## src/rtl/spih_pkg.sv

```systemverilog
package spih_pkg;
  localparam int BYTE_W = 8;

  localparam logic [11:0] OFF_DIV    = 12'h000;
  localparam logic [11:0] OFF_SMODE  = 12'h004;
  localparam logic [11:0] OFF_CSID   = 12'h010;
  localparam logic [11:0] OFF_CSDEF  = 12'h014;
  localparam logic [11:0] OFF_CSMODE = 12'h018;
  localparam logic [11:0] OFF_DLY0   = 12'h028;
  localparam logic [11:0] OFF_DLY1   = 12'h02C;
  localparam logic [11:0] OFF_FRAME  = 12'h040;
  localparam logic [11:0] OFF_TXD    = 12'h048;
  localparam logic [11:0] OFF_RXD    = 12'h04C;
  localparam logic [11:0] OFF_TXMARK = 12'h050;
  localparam logic [11:0] OFF_RXMARK = 12'h054;
  localparam logic [11:0] OFF_IEN    = 12'h070;
  localparam logic [11:0] OFF_IPEND  = 12'h074;

  localparam int FRAME_RXOFF_BIT = 3;

  // strobes from control to datapath
  typedef struct packed {
    logic              txPush;
    logic [BYTE_W-1:0] txByte;
    logic              rxPop;
  } ctrlStrb_t;
endpackage

```

## src/rtl/spih_fifo.sv

```systemverilog
module spih_fifo #(
  parameter int DEPTH = 8,
  parameter int W     = 8
) (
  input  logic                       clk,
  input  logic                       rstN,
  input  logic                       push,
  input  logic [W-1:0]               din,
  input  logic                       pop,
  output logic [W-1:0]               head,
  output logic [$clog2(DEPTH+1)-1:0] count,
  output logic                       full,
  output logic                       empty
);
  localparam int PTR_W = (DEPTH > 1) ? $clog2(DEPTH) : 1;
  localparam int CNT_W = $clog2(DEPTH+1);

  logic [W-1:0]     mem [DEPTH];
  logic [PTR_W-1:0] wrPtr, rdPtr;
  logic             doPush, doPop;

  assign full   = (count == CNT_W'(DEPTH));
  assign empty  = (count == '0);
  assign doPush = push && !full;
  assign doPop  = pop && !empty;
  assign head   = mem[rdPtr];

  function automatic logic [PTR_W-1:0] nextPtr(input logic [PTR_W-1:0] p);
    return (p == PTR_W'(DEPTH-1)) ? '0 : p + 1'b1;
  endfunction

  always_ff @(posedge clk) begin
    if (!rstN) begin
      wrPtr <= '0;
      rdPtr <= '0;
      count <= '0;
    end else begin
      if (doPush) begin
        mem[wrPtr] <= din;
        wrPtr      <= nextPtr(wrPtr);
      end
      if (doPop) rdPtr <= nextPtr(rdPtr);
      case ({doPush, doPop})
        2'b10:   count <= count + 1'b1;
        2'b01:   count <= count - 1'b1;
        default: count <= count;
      endcase
    end
  end
endmodule

```

## src/rtl/spih_shifter.sv

```systemverilog
module spih_shifter #(
  parameter int DIV_W = 12
) (
  input  logic                       clk,
  input  logic                       rstN,
  input  logic                       start,
  input  logic [spih_pkg::BYTE_W-1:0] txByte,
  input  logic [DIV_W-1:0]           sckDiv,
  input  logic                       miso,
  output logic                       busy,
  output logic                       done,
  output logic [spih_pkg::BYTE_W-1:0] rxByte,
  output logic                       sclk,
  output logic                       mosi
);
  import spih_pkg::*;
  localparam int BIT_W = $clog2(BYTE_W);

  logic [DIV_W-1:0]  halfCnt;
  logic [BIT_W-1:0]  bitIdx;
  logic [BYTE_W-1:0] txSh, rxSh;
  logic              sclkR;

  assign sclk   = sclkR;
  assign mosi   = txSh[BYTE_W-1];
  assign rxByte = rxSh;

  always_ff @(posedge clk) begin
    if (!rstN) begin
      busy    <= 1'b0;
      done    <= 1'b0;
      sclkR   <= 1'b0;
      halfCnt <= '0;
      bitIdx  <= '0;
      txSh    <= '0;
      rxSh    <= '0;
    end else begin
      done <= 1'b0;
      if (start && !busy) begin
        busy    <= 1'b1;
        txSh    <= txByte;
        halfCnt <= '0;
        sclkR   <= 1'b0;
        bitIdx  <= '0;
      end else if (busy) begin
        if (halfCnt >= sckDiv) begin
          halfCnt <= '0;
          if (!sclkR) begin
            sclkR <= 1'b1;
            rxSh  <= {rxSh[BYTE_W-2:0], miso};
          end else begin
            sclkR <= 1'b0;
            if (bitIdx == BIT_W'(BYTE_W-1)) begin
              busy <= 1'b0;
              done <= 1'b1;
            end else begin
              bitIdx <= bitIdx + 1'b1;
              txSh   <= {txSh[BYTE_W-2:0], 1'b0};
            end
          end
        end else begin
          halfCnt <= halfCnt + 1'b1;
        end
      end
    end
  end
endmodule

```

## src/rtl/spih_datapath.sv

```systemverilog
module spih_datapath #(
  parameter int DEPTH = 8,
  parameter int DIV_W = 12
) (
  input  logic                        clk,
  input  logic                        rstN,
  input  spih_pkg::ctrlStrb_t         strb,
  input  logic [DIV_W-1:0]            sckDiv,
  input  logic                        rxDiscard,
  input  logic                        miso,
  output logic                        sclk,
  output logic                        mosi,
  output logic [$clog2(DEPTH+1)-1:0]  txCount,
  output logic [$clog2(DEPTH+1)-1:0]  rxCount,
  output logic                        txFull,
  output logic                        rxEmpty,
  output logic [spih_pkg::BYTE_W-1:0] rxHead,
  output logic                        engBusy,
  output logic                        rxPush
);
  import spih_pkg::*;

  logic [BYTE_W-1:0] txHead, shRxByte;
  logic              txEmpty, rxFull, txPop, shDone;

  assign txPop  = !engBusy && !txEmpty;
  assign rxPush = shDone && !rxDiscard && !rxFull;

  spih_fifo #(.DEPTH(DEPTH), .W(BYTE_W)) uTxFifo (
    .clk(clk), .rstN(rstN),
    .push(strb.txPush), .din(strb.txByte), .pop(txPop),
    .head(txHead), .count(txCount), .full(txFull), .empty(txEmpty)
  );

  spih_fifo #(.DEPTH(DEPTH), .W(BYTE_W)) uRxFifo (
    .clk(clk), .rstN(rstN),
    .push(rxPush), .din(shRxByte), .pop(strb.rxPop),
    .head(rxHead), .count(rxCount), .full(rxFull), .empty(rxEmpty)
  );

  spih_shifter #(.DIV_W(DIV_W)) uShift (
    .clk(clk), .rstN(rstN),
    .start(txPop), .txByte(txHead), .sckDiv(sckDiv), .miso(miso),
    .busy(engBusy), .done(shDone), .rxByte(shRxByte),
    .sclk(sclk), .mosi(mosi)
  );
endmodule

```

## src/rtl/spih_ctrl.sv

```systemverilog
module spih_ctrl #(
  parameter int NUM_CS = 2,
  parameter int DEPTH  = 8,
  parameter int DIV_W  = 12,
  parameter int ADDR_W = 12
) (
  input  logic                        clk,
  input  logic                        rstN,
  input  logic                        busValid,
  input  logic                        busWrite,
  input  logic [ADDR_W-1:0]           busAddr,
  input  logic [31:0]                 busWdata,
  output logic [31:0]                 busRdata,
  input  logic [$clog2(DEPTH+1)-1:0]  txCount,
  input  logic [$clog2(DEPTH+1)-1:0]  rxCount,
  input  logic                        txFull,
  input  logic                        rxEmpty,
  input  logic [spih_pkg::BYTE_W-1:0] rxHead,
  input  logic                        engBusy,
  output spih_pkg::ctrlStrb_t         strb,
  output logic [DIV_W-1:0]            sckDiv,
  output logic                        rxDiscard,
  output logic [NUM_CS-1:0]           csN,
  output logic                        irq
);
  import spih_pkg::*;

  localparam int CNT_W  = $clog2(DEPTH+1);
  localparam int MARK_W = (DEPTH > 1) ? $clog2(DEPTH) : 1;
  localparam int CSID_W = (NUM_CS > 1) ? $clog2(NUM_CS) : 1;

  logic [DIV_W-1:0]  divR;
  logic [1:0]        sModeR, csModeR, ienR, pendVec;
  logic [CSID_W-1:0] csIdR;
  logic [NUM_CS-1:0] csDefR;
  logic [31:0]       dly0R, dly1R, frameR, rdNext;
  logic [MARK_W-1:0] txMarkR, rxMarkR;
  logic              wrEn, rdEn;

  assign wrEn = busValid && busWrite;
  assign rdEn = busValid && !busWrite;

  assign strb.txPush = wrEn && (busAddr == ADDR_W'(OFF_TXD));
  assign strb.txByte = busWdata[BYTE_W-1:0];
  assign strb.rxPop  = rdEn && (busAddr == ADDR_W'(OFF_RXD));

  assign sckDiv    = divR;
  assign rxDiscard = frameR[FRAME_RXOFF_BIT];

  assign pendVec = {rxCount > CNT_W'(rxMarkR), txCount < CNT_W'(txMarkR)};
  assign irq     = |(pendVec & ienR);

  // register writes with range checks
  always_ff @(posedge clk) begin
    if (!rstN) begin
      divR    <= DIV_W'(3);
      sModeR  <= '0;
      csIdR   <= '0;
      csDefR  <= '1;
      csModeR <= '0;
      dly0R   <= 32'h0000_1001;
      dly1R   <= 32'h0000_0001;
      frameR  <= '0;
      txMarkR <= '0;
      rxMarkR <= '0;
      ienR    <= '0;
    end else if (wrEn) begin
      case (busAddr)
        ADDR_W'(OFF_DIV):    divR   <= busWdata[DIV_W-1:0];
        ADDR_W'(OFF_SMODE):  sModeR <= busWdata[1:0];
        ADDR_W'(OFF_CSID):   if (busWdata < 32'(NUM_CS)) csIdR <= busWdata[CSID_W-1:0];
        ADDR_W'(OFF_CSDEF):  if ((busWdata >> NUM_CS) == 32'd0) csDefR <= busWdata[NUM_CS-1:0];
        ADDR_W'(OFF_CSMODE): if (busWdata <= 32'd3) csModeR <= busWdata[1:0];
        ADDR_W'(OFF_DLY0):   dly0R  <= busWdata;
        ADDR_W'(OFF_DLY1):   dly1R  <= busWdata;
        ADDR_W'(OFF_FRAME):  frameR <= busWdata;
        ADDR_W'(OFF_TXMARK): if (busWdata < 32'(DEPTH)) txMarkR <= busWdata[MARK_W-1:0];
        ADDR_W'(OFF_RXMARK): if (busWdata < 32'(DEPTH)) rxMarkR <= busWdata[MARK_W-1:0];
        ADDR_W'(OFF_IEN):    ienR   <= busWdata[1:0];
        default: ;
      endcase
    end
  end

  // read mux
  always_comb begin
    rdNext = '0;
    case (busAddr)
      ADDR_W'(OFF_DIV):    rdNext = 32'(divR);
      ADDR_W'(OFF_SMODE):  rdNext = 32'(sModeR);
      ADDR_W'(OFF_CSID):   rdNext = 32'(csIdR);
      ADDR_W'(OFF_CSDEF):  rdNext = 32'(csDefR);
      ADDR_W'(OFF_CSMODE): rdNext = 32'(csModeR);
      ADDR_W'(OFF_DLY0):   rdNext = dly0R;
      ADDR_W'(OFF_DLY1):   rdNext = dly1R;
      ADDR_W'(OFF_FRAME):  rdNext = frameR;
      ADDR_W'(OFF_TXD):    rdNext = {txFull, 31'd0};
      ADDR_W'(OFF_RXD):    rdNext = rxEmpty ? 32'h8000_0000 : 32'(rxHead);
      ADDR_W'(OFF_TXMARK): rdNext = 32'(txMarkR);
      ADDR_W'(OFF_RXMARK): rdNext = 32'(rxMarkR);
      ADDR_W'(OFF_IEN):    rdNext = 32'(ienR);
      ADDR_W'(OFF_IPEND):  rdNext = 32'(pendVec);
      default:             rdNext = '0;
    endcase
  end

  always_ff @(posedge clk) begin
    if (!rstN)     busRdata <= '0;
    else if (rdEn) busRdata <= rdNext;
  end

  // chip-select lines
  for (genvar i = 0; i < NUM_CS; i++) begin : g_cs
    always_comb begin
      csN[i] = csDefR[i];
      if ((csModeR == 2'd0) && (csIdR == CSID_W'(i)) && engBusy) csN[i] = 1'b0;
    end
  end
endmodule

```

## src/rtl/spih_top.sv

```systemverilog
module spih_top #(
  parameter int NUM_CS     = 2,
  parameter int FIFO_DEPTH = 8,
  parameter int DIV_W      = 12,
  parameter int ADDR_W     = 12
) (
  input  logic              clk,
  input  logic              rstN,
  input  logic              busValid,
  input  logic              busWrite,
  input  logic [ADDR_W-1:0] busAddr,
  input  logic [31:0]       busWdata,
  output logic [31:0]       busRdata,
  output logic              sclk,
  output logic              mosi,
  input  logic              miso,
  output logic [NUM_CS-1:0] csN,
  output logic              irq
);
  import spih_pkg::*;
  localparam int CNT_W = $clog2(FIFO_DEPTH+1);

  ctrlStrb_t         strb;
  logic [DIV_W-1:0]  sckDiv;
  logic              rxDiscard, txFull, rxEmpty, engBusy, rxPush;
  logic [CNT_W-1:0]  txCount, rxCount;
  logic [BYTE_W-1:0] rxHead;

  spih_ctrl #(.NUM_CS(NUM_CS), .DEPTH(FIFO_DEPTH), .DIV_W(DIV_W), .ADDR_W(ADDR_W)) uCtrl (
    .clk(clk), .rstN(rstN),
    .busValid(busValid), .busWrite(busWrite), .busAddr(busAddr),
    .busWdata(busWdata), .busRdata(busRdata),
    .txCount(txCount), .rxCount(rxCount), .txFull(txFull), .rxEmpty(rxEmpty),
    .rxHead(rxHead), .engBusy(engBusy),
    .strb(strb), .sckDiv(sckDiv), .rxDiscard(rxDiscard), .csN(csN), .irq(irq)
  );

  spih_datapath #(.DEPTH(FIFO_DEPTH), .DIV_W(DIV_W)) uData (
    .clk(clk), .rstN(rstN),
    .strb(strb), .sckDiv(sckDiv), .rxDiscard(rxDiscard), .miso(miso),
    .sclk(sclk), .mosi(mosi),
    .txCount(txCount), .rxCount(rxCount), .txFull(txFull), .rxEmpty(rxEmpty),
    .rxHead(rxHead), .engBusy(engBusy), .rxPush(rxPush)
  );
endmodule

```

## config.mk

```make
export PLATFORM = sky130hd
export DESIGN_NAME = spih_top
export DESIGN_NICKNAME = d
export VERILOG_FILES = /design/src/rtl/spih_pkg.sv /design/src/rtl/spih_fifo.sv /design/src/rtl/spih_shifter.sv /design/src/rtl/spih_datapath.sv /design/src/rtl/spih_ctrl.sv /design/src/rtl/spih_top.sv
export SDC_FILE = /design/constraint.sdc
export NUM_CORES = 1
export LEC_CHECK = 0
export BUFFER_PORTS_ARGS = -buffer_cell sky130_fd_sc_hd__clkbuf_2
export CORE_MARGIN = 4
export CORE_UTILIZATION = 40
export CTS_BUF_LIST = sky130_fd_sc_hd__clkbuf_16
export CTS_CLUSTER_SIZE = 20
export DETAILED_ROUTE_END_ITERATION = 10
export PLACE_DENSITY_LB_ADDON = 0.15
export SLEW_MARGIN = 0
export SYNTH_ARGS = -nofsm -noshare
export SYNTH_HDL_FRONTEND = slang
export SYNTH_SLANG_ARGS = --single-unit
```

## constraint.sdc

```tcl
create_clock -name clk -period 4.06 [get_ports clk]
set_input_delay 0.203 -clock clk [delete_from_list [all_inputs] [get_ports clk]]
set_output_delay 0.203 -clock clk [all_outputs]
set_load 0.01 [all_outputs]
```

### Word-level counts from Yosys, hierarchy flattened

Memories as Yosys holds them, arrays and structs flattened. A register that Yosys moved wholly into a read port is not among the register bits.
Index checks and enable logic that the tools add are counted.

| word-level totals | value |
|---|---|
| register bits after elaboration | 209 |
| memory bits (writable) | 128 |
| bits of input ports | 49 |
| output and inout bits | 37 |
| word-level logic and storage cells | 160 |
| memories kept | 2 |

Memories:

| memory | words | bits a word | rd ports | clocked after Yosys merged registers in | write ports | RTL line | source |
|---|---|---|---|---|---|---|---|
| uData.uRxFifo.mem | 8 | 8 | 1 | 1 | 1 | spih_fifo.sv:18 | `logic [W-1:0] mem [DEPTH];` |
| uData.uTxFifo.mem | 8 | 8 | 1 | 1 | 1 | spih_fifo.sv:18 |  |

| cells by class | value |
|---|---|
| $add $sub $neg | 10 |
| $lt $le $gt $ge | 6 |
| equality and inequality tests | 25 |
| multiplexer cells | 33 |
| bitwise logic cells | 8 |
| reduce and logical (&&, ||, !) cells | 51 |

Operators with widths:

| operator | number |
|---|---|
| $pmux 32 s14 | 1 |
| $eq 12x7->1 const B | 7 |
| $mux 8 | 5 |
| $eq 12x5->1 const B | 3 |
| $le 32x2->1 const B | 1 |
| $logic_not 32->1 | 1 |
| $lt 32x2->1 const B | 1 |
| $lt 32x4->1 const B | 1 |
| $mux 32 | 1 |
| $eq 12x6->1 const B | 2 |
| $mux 3 | 8 |
| $logic_and 1x1->1 | 16 |
| $pmux 4 s2 | 2 |
| $add 3x1->3 const B | 5 |
| $eq 3x3->1 const B | 5 |
| $mux 1 | 15 |
| $reduce_and 3->1 | 5 |
| $reduce_and 2->1 | 7 |
| $add 12x1->12 const B | 1 |
| $eq 12x3->1 const B | 1 |
| $ge 12x12->1 | 1 |
| $logic_not 12->1 | 1 |
| $mux 12 | 1 |
| $reduce_and 4->1 | 3 |
| 16 further kinds | 39 |

### Depth between registers and ports, before layout

Gate-level depths: netlist (run 1).

| logic depth | value |
|---|---|
| depth in word-level cells | 7 |
| depth in mapped cells | 13 |
| mapped depth without buffers | 12 |

### Cells and area by module

From an unflattened synthesis (run 1), not the netlist that was laid out.

| second synthesis, totals | value |
|---|---|
| cell total of the unflattened synthesis | 1380 |
| area total of the unflattened synthesis | 15174.6 um^2 |

By module, submodules not included:

| module | times used | cells an instance | area an instance (um^2) | seq. area each (um^2) |
|---|---|---|---|---|
| spih_ctrl | 1 | 842 | 7099.3 | 3103.0 |
| spih_fifo | 2 | 173 | 3161.8 | 2182.1 |
| spih_shifter | 1 | 190 | 1735.4 | 680.7 |
| spih_datapath | 1 | 2 | 16.3 | 0.0 |

### Worst setup path before layout (run 1)

No wires, ideal clock.

| timing path | value |
|---|---|
| path type | input to register |
| start | input busAddr[9] |
| end | register uData.uTxFifo.count[2] |
| setup time | 76 ps |
| data arrival time | 2890 ps |
| required time | 3984 ps |
| path slack | 1094 ps |
| stages on the path | 12 |
| buffers on the path | 1 |
| cell sequence | or4_1 -> buf_2 -> or3_4 -> a2111oi_4 -> inv_1 -> ha_1 -> xor2_1 -> ha_1 -> a21oi_1 -> xor2_1 -> or3_1 -> a21boi_0 |

| between the ends | value |
|---|---|
| longest elaborated chain between the ends | 5 |
| elaborated cells between the ends (all ways) | 7 |
| classes of those cells | eq/ne (3); mux (1); reduce/logical (3) |

Ends and longest elaborated chain:

| what | RTL line | source |
|---|---|---|
| start, declared | spih_top.sv:11 | `input logic [ADDR_W-1:0] busAddr,` |
| $eq 12x7->1 (*) | spih_ctrl.sv:43 | `assign strb.txPush = wrEn && (busAddr == ADDR_W'(OFF_TXD));` |
| $logic_and 1x1->1 (*) | spih_ctrl.sv:43 |  |
| $logic_and 1x1->1 (*) | spih_fifo.sv:24 | `assign doPush = push && !full;` |
| $eq 2x1->1 or $eq 2x2->1 (tied branches) | spih_fifo.sv:43 | `case ({doPush, doPop})` |
| $pmux 4 s2 or $reduce_bool 2->1 (tied branches) | - |  |
| end signal, assigned | spih_fifo.sv:44 | `2'b10: count <= count + 1'b1;` |
| end signal, assigned | spih_fifo.sv:45 | `2'b01: count <= count - 1'b1;` |
| end signal, assigned | spih_fifo.sv:46 | `default: count <= count;` |
| end, declared | spih_fifo.sv:11 | `output logic [$clog2(DEPTH+1)-1:0] count,` |

Every way passes the cells marked *; elsewhere a longest branch is shown, timed or not.
A chain may end at the register's enable or synchronous reset.

### Final worst setup path (run 1)

Ends and elaborated chain as after synthesis.

==> results of run 1 <==
[final timing paths]
check,start,end,slack (ns),depth (start not counted)
worst max-delay path,busAddr[9],uData.uTxFifo.count[2]$_SDFFE_PN0P_,1.12,12
worst min-delay path,busWdata[8],uCtrl.dly0R[8]$_SDFFE_PN0P_,0.009,3
worst max register to register,uData.uShift.halfCnt[0]$_SDFFE_PP0P_,uData.uShift.halfCnt[6]$_SDFFE_PP0P_,1.18,8
worst min register to register,uCtrl.busRdata[8]$_SDFFE_PN0N_,uCtrl.busRdata[8]$_SDFFE_PN0N_,0.45,2
[power breakdown]
group          internal [W]  leakage, nW  switching [W]
Clock               0.00183        0.600        0.00137
Sequential          0.00363         2.90       0.000125
Combinational      0.000370         2.33       0.000416
Total               0.00583         5.82        0.00192
[logic make-up after synthesis]
kind of cell	Yosys count
xor+xnor	20
simple gates	484
flops	343
mux	90
fa+ha+maj	34
compound gates	267
buf+inv	115
[metrics by stage]
stage	utilization [%]	setup slack, ns	std cells	instance area [sq um]	hold slack (ns)
after detailed placement	43.34	0.5433	1840	15560	0.4426
after CTS	47.24	1.110	1933	16970	0.004855
after floorplan	-	1.094	1353	14670	0.3019
after global placement	43.34	0.7157	1840	15560	0.4365
after global routing	47.24	0.7265	1934	16970	0.01628
final	47.24	1.116	1934	16970	0.008711
[final cells by class]
type                       count  area [sq um]  area share [%]
sequential                   343          8148           48.02
inverter                      29         108.9          0.6415
antenna                        1         2.502         0.01475
clock inverter                30         153.9          0.9070
clock buffer                  41          1026           6.047
timing repair buffer         134         850.8           5.014
tap                          461         576.8           3.399
multi-input combinational    895          6101           35.96
[worst register-to-register path: cells and delay by family (launching register included)]
| family | cells | cell delay (ns) |
|---|---|---|
| fa+ha+maj | 1 | 0.26 |
| compound gates | 4 | 1.73 |
| flops | 1 | 0.42 |
| buf+inv | 1 | 0.07 |
| simple gates | 2 | 0.32 |
[layout by cell type (no fill, tap or decap), types with 22 or more instances in the layout]
cell,Yosys,routed
edfxtp_1,128,128
nor2_1,41,38
ha_1,34,34
mux4_2,32,32
nand2_1,284,284
o21ai_0,48,48
a21oi_1,27,27
nor2b_1,32,31
buf_4,3,28
mux2i_1,43,43
nand3_1,31,31
clkbuf_16,0,41
dlygate4sd3_1,0,22
dfxtp_1,215,215
a222oi_1,23,23
a21boi_0,113,113
clkbuf_2,0,84
inv_1,29,39
[state kept, by name, summed over array words and instances (netlist names), 3 cells and up, named ones only]
signal,flops
uCtrl.busRdata,32
uCtrl.dly0R,32
uCtrl.dly1R,32
uCtrl.frameR,32
uCtrl.rxMarkR,3
uCtrl.sckDiv,12
uCtrl.txMarkR,3
uData.uRxFifo.count,4
uData.uRxFifo.mem,64
uData.uRxFifo.rdPtr,3
uData.uRxFifo.wrPtr,3
uData.uShift.bitIdx,3
uData.uShift.halfCnt,12
uData.uShift.rxByte,8
uData.uShift.txSh,8
uData.uTxFifo.count,4
uData.uTxFifo.mem,64
uData.uTxFifo.rdPtr,3
uData.uTxFifo.wrPtr,3
[what timing repair did]
action,4_1_cts,5_1_grt
hold buffers,22,0
gates resized for setup,0,0
endpoints found under the hold margin,64,0
setup buffers,0,0
[layer usage]
metal	up-vias	routed length (um)	global-route usage [%]
li1	5072	-	-
met1	5163	18010	27.95
met2	258	17110	28.98
met3	47	2013	3.237
met4	0	697	4.830
met5	-	0	0
==> results.py, run 1 <==
metrics = {
    "run_status": {
        "status": "complete, no violations",
    },
    "yosys": {
        "synth_seq_cells": 343,
        "ys.warnings.count": 0,
        "yosysTopAreaCell": "dfxtp_1",
        "async_reset_ff_share_pct": 0,
        "synth_cells": 1353,
        "synth_xor_area_share_pct": 1.194,
        "synthesis.area_sq_um": 14670,
        "seq_area_frac_synth_pct": 55.54,
        "synthSimpleGateAreaFrac_pct": 15.05,
        "synth.distinct_cells": 69,
        "synth_most_common_cell": "nand2_1",
        "synth_edf_count": 128,
        "ys_top_cells_by_area": "dfxtp_1, edfxtp_1, nand2_1",
        "yosys-top-cells-count": "nand2_1, dfxtp_1, edfxtp_1",
        "synth_top_cell_area_share_pct": 29.34,
        "syn-num-nets": 1436,
        "synth_top_family_by_area": "simple AND/OR/NAND/NOR gates",
        "yosys_most_used_dff": "dfxtp_1",
        "synthAdderAreaFrac_pct": 2.900,
        "synth_mux_area_share_pct": 8.999,
        "synth-compound-area-share_pct": 13.14,
        "synth.avg_cell_area_sq_um": 10.84,
    },
    "worst_setup_path": {
        "start_kind": "primary input",
        "crit_buf_inv": 2,
        "critPathArrivalTime_ns": 3.38,
        "path_cells": "clkbuf_2 > or4_1 > or3_4 > a2111oi_4 > inv_1 > ha_1 > xor2_1 > ha_1 > a21oi_1 > xor2_1 > or3_1 > a21boi_0",
        "critPathMaxFanout": 9,
        "slowest_delay_ns": 0.72,
        "end_kind": "flip-flop",
        "path_class": "in -> reg",
        "critPathTopFamily": "simple AND/OR/NAND/NOR gates",
        "crit_required_ns": 4.49,
        "cp_slowest_cell": "or4_1",
    },
    "floorplan": {
        "initial_utilization_pct": 40.84,
        "dieArea_sq_um": 39800,
        "ios": 86,
        "dieHeight_um": 199.5,
        "num_rows": 69,
        "core_area_sq_um": 35910,
        "die_x_um": 199.5,
    },
    "timing": {
        "rsz0062_at_grt": "false",
        "timing.final.crit_share_pct": 72.50,
        "fmax_mhz": 339.7,
        "setup_viol": 0,
        "drv_slew": 0,
        "final_hold_viol_count": 0,
        "slew_headroom_pct": 28.65,
        "skew_ns": 0.01105,
        "fin_setup_tns_ns": 0,
        "worst_slew_pin_slew_ns": 1.069,
        "min_period_ns": 2.944,
    },
    "global_route": {
        "grt_usage_pct": 18.90,
        "grt_pass1_wl_mm": 59.24,
        "grt_pass1_vias": 10269,
        "grt_overflow_total": 0,
        "grt_max_degree": 112,
        "antenna_found_initial": 1,
    },
    "power_and_ir_drop": {
        "total_power_w": 0.007745,
        "vdd_drop_max_mv": 0.3083,
        "powerDensity_nw_per_um2": 456.5,
        "leakage_nw": 5.822,
    },
    "drt": {
        "vias": 10540,
        "routedWlPerCell_um": 19.56,
        "dr.first_iter.drc_count": 752,
        "drc": 0,
        "routed_wl_mm": 37.83,
        "first_pass_iters": 6,
        "ant_nets": 0,
        "vias_per_cell": 5.450,
    },
    "clock_tree": {
        "root_buffer": "clkbuf_16",
        "numCtsBuffers": 39,
        "htreeDepth": 2,
        "cts_buffer_depth": 3,
        "clk_pin_slew_worst_paths_ns": 0.06,
        "tritoncts": "built",
        "clock_sinks": 343,
        "clk_latency_ns": 0.52,
    },
    "run": {
        "cap_violations": 0,
    },
    "worst_hold_path": {
        "hold_path.class": "in -> reg",
    },
    "cells_and_area": {
        "num-fill-cells": 3338,
        "fin_nets": 1525,
        "area.growth.synth_to_final_pct": 15.67,
        "drive_gt1_share_pct": 15.83,
    },
    "place": {
        "dp.final_hpwl_mm": 24.49,
        "portBuffers": 85,
        "gp_congestion": 0.8950,
    },
}
(Power assumes the default switching activity.)
==> run 2, diff against run 1 <==
- clock period: 4.06 -> 3 ns (I/O delays scaled with it)
==> run 2 against run 1 <==
Via count increased by 0.67%. Core utilization increased by 1.1 points. Critical path type is now reg -> reg. Critical path depth decreased by 3. Flip-flop and latch count unchanged. Cell count increased by 2.4%.
==> results.py, run 2 (synthesized netlist as in run 1, its figures left out) <==
metrics = {
    "floorplan": {
        "die_x_um": 199.5,
        "dieHeight_um": 199.5,
        "dieArea_sq_um": 39800,
        "ios": 86,
        "num_rows": 69,
        "initial_utilization_pct": 40.84,
        "core_area_sq_um": 35910,
    },
    "timing": {
        "worst_slew_pin_slew_ns": 1.056,
        "min_period_ns": 2.653,
        "skew_ns": 0.02254,
        "fin_setup_tns_ns": 0,
        "whs_ns": 0.05548,
        "fmax_mhz": 376.9,
        "final_hold_viol_count": 0,
        "timing.final.crit_share_pct": 88.44,
        "setup_viol": 0,
        "slew_headroom_pct": 29.59,
        "layout_setup_ws_ns": 0.3467,
        "drv_slew": 0,
        "rsz0062_at_grt": "false",
    },
    "cells_and_area": {
        "final_cell_mix": "nand2_1, dfxtp_1, edfxtp_1, a21boi_0, clkbuf_2",
        "area.growth.synth_to_final_pct": 18.25,
        "layout_commonest_cell": "nand2_1",
        "drive_gt1_share_pct": 18.12,
        "fin_nets": 1572,
        "top_regs": "uData.uRxFifo.mem (64), uData.uTxFifo.mem (64)",
        "final_cell_area_sq_um": 17350,
    },
    "global_route": {
        "grt_usage_pct": 19.57,
        "grt_max_degree": 67,
        "grt_overflow_total": 0,
        "grt_pass1_wl_mm": 60.26,
        "antenna_found_initial": 1,
        "grt_pass1_vias": 10296,
    },
    "drt": {
        "vias_per_cell": 5.359,
        "wl_met1_mm": 18.44,
        "ant_nets": 0,
        "first_pass_iters": 6,
        "wl_met3_mm": 1.955,
        "topRoutingLayerUsed": "met4",
        "met2_length_mm": 17.66,
        "routedWlPerCell_um": 19.61,
        "vias": 10611,
        "drc": 0,
        "dr.first_iter.drc_count": 886,
        "routed_wl_mm": 38.82,
    },
    "run": {
        "cap_violations": 0,
    },
    "worst_setup_path": {
        "path_class": "reg -> reg",
        "cp_slowest_cell": "dfxtp_1",
        "path_cells": "inv_1 > ha_1 > nand2b_1 > a2111oi_0 > o21ai_0 > a2111oi_1 > buf_4 > o21bai_1 > nor2_1",
        "end_kind": "flip-flop",
        "r2r_slack_ns": 0.35,
        "crit_buf_inv": 2,
        "start_kind": "flip-flop",
        "crit_required_ns": 3.47,
        "critPathMaxFanout": 11,
        "slowest_delay_ns": 0.43,
        "critPathTopFamily": "compound AO/OA/AOI/OAI gates",
        "critPathArrivalTime_ns": 3.12,
    },
    "worst_hold_path": {
        "hold_path.class": "in -> reg",
    },
    "clock_tree": {
        "numCtsBuffers": 37,
        "clock_sinks": 343,
        "tritoncts": "built",
        "root_buffer": "clkbuf_16",
        "clk_latency_ns": 0.56,
        "cts_buffer_depth": 3,
        "clk_pin_slew_worst_paths_ns": 0.06,
        "post_cts_buffers": 0,
        "htreeDepth": 2,
    },
    "power_and_ir_drop": {
        "power_frac_comb_pct": 11.3,
        "vdd_drop_max_mv": 0.4015,
        "leakage_nw": 6.073,
        "p_sw_w": 0.002639,
        "seq_power_share_pct": 47.6,
        "p_int_w": 0.007889,
        "total_power_w": 0.01053,
        "p_clk_share_pct": 41.0,
        "netSwitchingFraction_pct": 25.07,
        "powerDensity_nw_per_um2": 606.9,
    },
    "place": {
        "placed_cell_area_sq_um": 15950,
        "dp.final_hpwl_mm": 25.79,
        "gp_congestion": 0.8976,
        "portBuffers": 85,
        "dp_slack_ns": -0.1128,
    },
    "run_status": {
        "status": "complete, no violations",
    },
}
run 2: changes by cell type in the layout (fill, tap and decap cells not counted), sizes merged:
cell	delta
bufinv	+2
clkinv	+1
clkinvlp	-3
inv	+1
dlygate4sd3	+3
clkbuf	-4
buf	+46
run 2: layout make-up:
type	instances	area (sq um)
sequential	343	8148
antenna	1	2.502
timing repair buffer	183	1276
clock inverter	31	219.0
tap	461	576.8
inverter	29	108.9
multi-input combinational	895	6090
fill	3321	18570
clock buffer	37	925.9
run 2: what timing repair did:
action,CTS,global route
hold buffers,25,0
resized for setup,0,0
endpoints found under the hold margin,77,0
run 2: worst register-to-register path: stages, from the launching register on:
cell and delay, ns:
dfxtp_1 0.43, inv_1 0.08, ha_1 0.26, nand2b_1 0.13
a2111oi_0 0.36, o21ai_0 0.24, a2111oi_1 0.41, buf_4 0.20
o21bai_1 0.26, nor2_1 0.20
run 2: final timing paths:
check                                                     startpoint                                    to  cells after the start
worst max-delay path            uData.uShift.halfCnt[0]$_SDFFE_PP0P_  uData.uShift.halfCnt[4]$_SDFFE_PP0P_                      9
worst max register to register  uData.uShift.halfCnt[0]$_SDFFE_PP0P_  uData.uShift.halfCnt[4]$_SDFFE_PP0P_                      9
worst min-delay path                                            rstN     uData.uShift.txSh[4]$_SDFFE_PN0P_                      3
worst min register to register        uCtrl.busRdata[8]$_SDFFE_PN0N_        uCtrl.busRdata[8]$_SDFFE_PN0N_                      2
run 2: through the flow:
step                      utilization (%)  std cells
after floorplan                         -       1353
after global placement              44.41       1886
after detailed placement            44.41       1886
after CTS                           48.29       1979
after global routing                48.30       1980
final                               48.30       1980
run 2: power by group through the flow:
stage	Sequential, W	Combinational [W]	Clock [W]
6_report	0.00501	0.00119	0.00432
3_5_place_dp	0.00511	0.00117	0
3_3_place_gp	0.00511	0.00116	0
5_1_grt	0.00503	0.00135	0.00466
2_1_floorplan	0.00507	0.000827	0
4_1_cts	0.00501	0.00120	0.00446
run 2: metal layers:
metal	GRT usage (%)	vias to the layer above
met1	28.33	5183
met4	4.780	0
li1	-	5165
met2	30.40	217
met3	3.895	46
met5	0	-
